<file path="config.mk">
export PLATFORM = sky130hd
export DESIGN_NAME = ata_pio_engine
export DESIGN_NICKNAME = d
export VERILOG_FILES = /design/src/rtl/ata_pio_pkg.sv /design/src/rtl/ata_rdy_sync.sv /design/src/rtl/ata_phase_cnt.sv /design/src/rtl/ata_pio_engine.sv
export SDC_FILE = /design/constraint.sdc
export NUM_CORES = 1
export LEC_CHECK = 0
export CORE_UTILIZATION = 60
export CTS_CLUSTER_DIAMETER = 150
export DETAILED_ROUTE_END_ITERATION = 16
export DONT_BUFFER_PORTS = 1
export GPL_TIMING_DRIVEN = 0
export PLACE_DENSITY_LB_ADDON = 0.3
export SLEW_MARGIN = 30
export SYNTH_ARGS = -nofsm -noshare
export SYNTH_HDL_FRONTEND = slang
export SYNTH_SLANG_ARGS = --single-unit
</file>
<file path="constraint.sdc">
create_clock -name clk -period 5.1 [get_ports clk]
set_input_delay 0.255 -clock clk [delete_from_list [all_inputs] [get_ports clk]]
set_output_delay 0.255 -clock clk [all_outputs]
set_load 0.05 [all_outputs]
</file>
<file path="src/rtl/ata_pio_pkg.sv">
package ata_pio_pkg;
  typedef enum logic [2:0] {
    PIO_IDLE   = 3'd0,
    PIO_SETUP  = 3'd1,
    PIO_STROBE = 3'd2,
    PIO_HOLD   = 3'd3,
    PIO_RECOV  = 3'd4
  } pio_state_e;
endpackage

</file>
<file path="src/rtl/ata_rdy_sync.sv">
module ata_rdy_sync #(
  parameter int STAGES = 2
) (
  input  logic clk,
  input  logic rst_n,
  input  logic d,
  output logic q
);
  logic [STAGES-1:0] sh, sh_nxt;

  always_comb sh_nxt = {sh[STAGES-2:0], d};

  always_ff @(posedge clk or negedge rst_n) begin
    if (!rst_n) sh <= '0;
    else        sh <= sh_nxt;
  end

  assign q = sh[STAGES-1];
endmodule

</file>
<file path="src/rtl/ata_phase_cnt.sv">
module ata_phase_cnt #(
  parameter int W = 6
) (
  input  logic         clk,
  input  logic         rst_n,
  input  logic         load,
  input  logic [W-1:0] load_val,
  output logic         zero
);
  logic [W-1:0] cnt, cnt_nxt;

  // A loaded length of N gives N cycles of the phase; 0 acts as 1.
  always_comb begin
    cnt_nxt = cnt;
    if (load)          cnt_nxt = (load_val == '0) ? '0 : load_val - W'(1);
    else if (cnt != '0) cnt_nxt = cnt - W'(1);
  end

  always_ff @(posedge clk or negedge rst_n) begin
    if (!rst_n) cnt <= '0;
    else        cnt <= cnt_nxt;
  end

  assign zero = (cnt == '0);
endmodule

</file>
<file path="src/rtl/ata_pio_engine.sv">
module ata_pio_engine
  import ata_pio_pkg::*;
#(
  parameter int CNT_W   = 6,
  parameter int ADDR_W  = 3,
  parameter int DATA_W  = 16,
  parameter int SYNC_ST = 2
) (
  input  logic              clk,
  input  logic              rst_n,
  input  logic              req_valid,
  input  logic              req_write,
  input  logic              req_ctrl,
  input  logic [ADDR_W-1:0] req_addr,
  input  logic [DATA_W-1:0] req_wdata,
  input  logic [CNT_W-1:0]  cfg_setup,
  input  logic [CNT_W-1:0]  cfg_strobe,
  input  logic [CNT_W-1:0]  cfg_recov,
  output logic              busy,
  output logic              done,
  output logic [DATA_W-1:0] rdata,
  output logic [ADDR_W-1:0] dev_addr,
  output logic              dev_cs_cmd_n,
  output logic              dev_cs_ctl_n,
  output logic              dev_rd_n,
  output logic              dev_wr_n,
  output logic              dev_dack_n,
  input  logic              dev_ready,
  input  logic [DATA_W-1:0] dev_data_i,
  output logic [DATA_W-1:0] dev_data_o,
  output logic              dev_data_oe
);
  pio_state_e        state, state_nxt;
  logic              rdy_s;
  logic              cnt_load, cnt_zero;
  logic [CNT_W-1:0]  cnt_val;
  logic              accept, cap_en;
  logic              wr_q, ctl_q;
  logic [ADDR_W-1:0] addr_q;
  logic [DATA_W-1:0] wdata_q, rdata_q;
  logic              in_cycle;

  ata_rdy_sync #(.STAGES(SYNC_ST)) u_sync (
    .clk(clk), .rst_n(rst_n), .d(dev_ready), .q(rdy_s)
  );

  ata_phase_cnt #(.W(CNT_W)) u_cnt (
    .clk(clk), .rst_n(rst_n), .load(cnt_load), .load_val(cnt_val), .zero(cnt_zero)
  );

  // Next-state logic
  always_comb begin
    state_nxt = state;
    cnt_load  = 1'b0;
    cnt_val   = '0;
    accept    = 1'b0;
    cap_en    = 1'b0;
    case (state)
      PIO_IDLE: if (req_valid) begin
        accept    = 1'b1;
        state_nxt = PIO_SETUP;
        cnt_load  = 1'b1;
        cnt_val   = cfg_setup;
      end
      PIO_SETUP: if (cnt_zero) begin
        state_nxt = PIO_STROBE;
        cnt_load  = 1'b1;
        cnt_val   = cfg_strobe;
      end
      PIO_STROBE: if (cnt_zero && rdy_s) begin
        state_nxt = PIO_HOLD;
        cap_en    = ~wr_q;
      end
      PIO_HOLD: begin
        if (cfg_recov == '0) state_nxt = PIO_IDLE;
        else begin
          state_nxt = PIO_RECOV;
          cnt_load  = 1'b1;
          cnt_val   = cfg_recov;
        end
      end
      PIO_RECOV: if (cnt_zero) state_nxt = PIO_IDLE;
      default: state_nxt = PIO_IDLE;
    endcase
  end

  // Registers
  always_ff @(posedge clk or negedge rst_n) begin
    if (!rst_n) state <= PIO_IDLE;
    else        state <= state_nxt;
  end

  always_ff @(posedge clk or negedge rst_n) begin
    if (!rst_n) begin
      wr_q    <= 1'b0;
      ctl_q   <= 1'b0;
      addr_q  <= '0;
      wdata_q <= '0;
    end else if (accept) begin
      wr_q    <= req_write;
      ctl_q   <= req_ctrl;
      addr_q  <= req_addr;
      wdata_q <= req_wdata;
    end
  end

  always_ff @(posedge clk or negedge rst_n) begin
    if (!rst_n)      rdata_q <= '0;
    else if (cap_en) rdata_q <= dev_data_i;
  end

  // Output decode from registered state
  assign in_cycle     = (state == PIO_SETUP) || (state == PIO_STROBE) || (state == PIO_HOLD);
  assign dev_cs_cmd_n = ~(in_cycle & ~ctl_q);
  assign dev_cs_ctl_n = ~(in_cycle &  ctl_q);
  assign dev_addr     = in_cycle ? addr_q : '0;
  assign dev_rd_n     = ~((state == PIO_STROBE) & ~wr_q);
  assign dev_wr_n     = ~((state == PIO_STROBE) &  wr_q);
  assign dev_data_oe  = in_cycle & wr_q;
  assign dev_data_o   = wdata_q;
  assign dev_dack_n   = 1'b1;
  assign done         = (state == PIO_HOLD);
  assign busy         = (state != PIO_IDLE);
  assign rdata        = rdata_q;
endmodule

</file>
==> results_dict.tcl <==
set metrics [dict create \
    outcome "finished clean" \
    max_stage_delay_ns 0.53 \
    post-route-period-util_pct 50.6 \
    met2_wirelength_mm 2.88 \
    rows 22 \
    cts_resized 0 \
    gpl.final_weighted_congestion 0.826 \
    synth_area_um2 2470 \
    final_layout_size_suffix_gt1_share_pct 31.5 \
    grtUsageTotal_pct 27.6 \
    clkTransAtPathRegs_ns 0.09 \
    startpoint_type "flop" \
    hold_buffers 3 \
    initialDrtViolationCount 86 \
    ys_seq_elements 48 \
    yosysTopAreaCellShare_pct 48.7 \
    start_util_pct 65.0 \
    seq_area_frac_synth_pct 48.7 \
    dr.pass1.iters 4 \
    ant_nets 0 \
    route.detailed.drc 0 \
    synthTopCellsByArea "dfrtp_1 49%, mux2_2 17%, a21oi_1 2.4%" \
    avgSynthCellArea_um2 11.9 \
    ys_warn_count 0 \
    syn_to_final_growth_pct 8.36 \
    cp_cell_sequence "inv_1, ha_1, or4b_1, nor2_4, a21oi_1, ha_1, inv_1, a2111oi_0, xor2_1, a2bb2oi_1, nor2_1" \
    setup_viol 0 \
    grt_setup_unrepaired "false" \
    nNetsFinal 281 \
    die_area_um2 4380 \
    max_slew.worst_pin.slew_ns 0.943 \
    path_class "flop to flop" \
    portBuffers 0 \
    p_per_area_nw_per_um2 811 \
    grt_pass1_vias 1793 \
    post-cts-setup-buffers 0 \
    highest_layer "met4" \
    fillers 292 \
    async_flop_share_pct 100 \
    viasPerCell 6.32 \
    cp-end-kind "flop" \
    overflow 0 \
    cts_buffers 5 \
    synth.most_common_cell "dfrtp_1" \
    setup_tns_ns 0 \
    cpMaxStageDelayCell "or4b_1" \
    totalWireLength_mm 5.46 \
    fin_crit_ns 2.58 \
    hpwlAfterDp_mm 4.21 \
    grt_pass1_wl_mm 8.74 \
    syn-num-nets 270 \
    synthFlopType "dfrtp_1" \
    coreArea_um2 3800 \
    cts_tree "done" \
    grt_max_degree 49 \
    yosysTopAreaCell "dfrtp_1" \
    synth-edff-count 0 \
    vdd_drop_max_mv 0.649 \
    route.met3.wl_um 577 \
    p_leak_nw 1.16 \
    arrival_ns 2.77 \
    root_buffer "clkbuf_8" \
    vias 1687 \
    required_ns 5.29 \
    final_cells 267 \
    cts.sinks 48 \
    ys_types 51 \
    diodes 0 \
    hold_path.class "input port to flop" \
    syn_inst 207 \
    cap_violations 0 \
    htreeDepth 2 \
    maxSlewViolCount 0 \
    antenna_found_initial 0 \
    skew_ns 0.00553 \
    clockBufferDepth 2 \
    die_y_um 66.1 \
    fp.dieW_um 66.1 \
    wl_met1_mm 1.93 \
    io_pins 102 \
    max_slew_margin_pct 36.8 \
    synth_common_cells "48 x dfrtp_1, 37 x mux2_2, 13 x nor2_1" \
    hold_viol 0 \
    detail_route.wl_per_cell_um 20.5 \
    dp_cells 256 \
    critical_path.max_fanout 9 \
    max_freq_mhz 387 \
    clock_latency_ns 0.31 \
]
-- kinds of logic after synthesis --
kind of cell | after synthesis | share of synthesized area (%)
adders and majority gates | 4 | 2.03
buffers and inverters | 16 | 3.60
and+or+nand+nor | 60 | 15.6
DFF | 48 | 48.7
muxes | 39 | 17.9
xor gates and xnor gates | 6 | 2.13
AOI/OAI and AO/OA | 33 | 9.99
other | 1 | 0.152
-- routing by layer --
| layer | GRT usage (%) | vias to the layer above |
|---|---|---|
| li1 | - | 765 |
| met1 | 30.4 | 830 |
| met2 | 48.5 | 84 |
| met3 | 10.3 | 8 |
| met4 | 9.31 | 0 |
| met5 | 0 | - |
-- report_power, final --
part           switching [W]  total [W]  internal (W)
Clock               0.000130   0.000227     0.0000973
Sequential          0.000446   0.000972      0.000526
Combinational       0.000575   0.000972      0.000397
-- per-stage QoR --
step	util [%]	hold WS, ns	area (µm²)	power [W]	worst slack (ns)
finish	70.4	0.0889	2680	0.00217	2.52
global route	70.4	0.0763	2680	0.00229	2.34
CTS	70.4	0.0818	2680	0.00218	2.53
detailed placement	66.8	-0.0397	2540	0.00193	2.55
global placement	66.6	-0.0394	2530	0.00187	2.66
floorplan	-	-0.0406	2470	0.00175	2.85
-- sequential cells by signal, indices dropped and copies added, names as in the netlist --
register and cells:
addr_q 3, ctl_q 1, dev_data_o 16, rdata 16
state 3, u_cnt.cnt 6, u_sync.sh 2, wr_q 1
-- cell usage in the layout (no fill, tap or decap), drive strengths merged, types with 3 or more instances in the layout --
master    n
xor2      4
nor2b     4
a2bb2oi   3
inv       7
nor4      3
mux2     38
clkbuf    6
nand3     8
dfrtp    48
nand2     7
and2      5
nor2     14
or3       5
or4bb     5
a21oi    13
buf      11
ha        4
-- cell type report --
type	count	area, µm²	area share [%]
Tap cell	48	60.1	2.25
Clock buffer	5	68.8	2.57
Clock inverter	3	21.3	0.795
Multi-Input combinational cell	143	1180	44.2
Buffer	10	66.3	2.48
Timing Repair Buffer	4	51.3	1.92
Sequential cell	48	1200	44.9
Inverter	6	22.5	0.842
-- final timing paths --
check                                         start                       end  slack, ns  depth (start not counted)
min                                     req_addr[1]     addr_q[1]$_DFFE_PN0P_       0.09                          1
min reg2reg                  u_sync.sh[0]$_DFF_PN0_    u_sync.sh[1]$_DFF_PN0_       0.37                          0
max in group asynchronous                     rst_n  u_cnt.cnt[3]$_DFFE_PN0P_       4.45                          2
min in group asynchronous                     rst_n      rdata[4]$_DFFE_PN0P_       0.44                          2
max reg2reg                u_cnt.cnt[0]$_DFFE_PN0P_  u_cnt.cnt[4]$_DFFE_PN0P_       2.52                         11
max                        u_cnt.cnt[0]$_DFFE_PN0P_  u_cnt.cnt[4]$_DFFE_PN0P_       2.52                         11
-- worst max-delay path: cells and delay by family, from the launching register on --
kind                     cells  cell delay (ns)
AO/OA/AOI/OAI                3             0.43
XOR/XNOR                     1             0.22
adder cells (fa/ha/maj)      2             0.42
buffers and inverters        2             0.20
flip-flops                   1             0.38
AND/OR/NAND/NOR              3             0.81
Power figures use the tool's default switching activity.
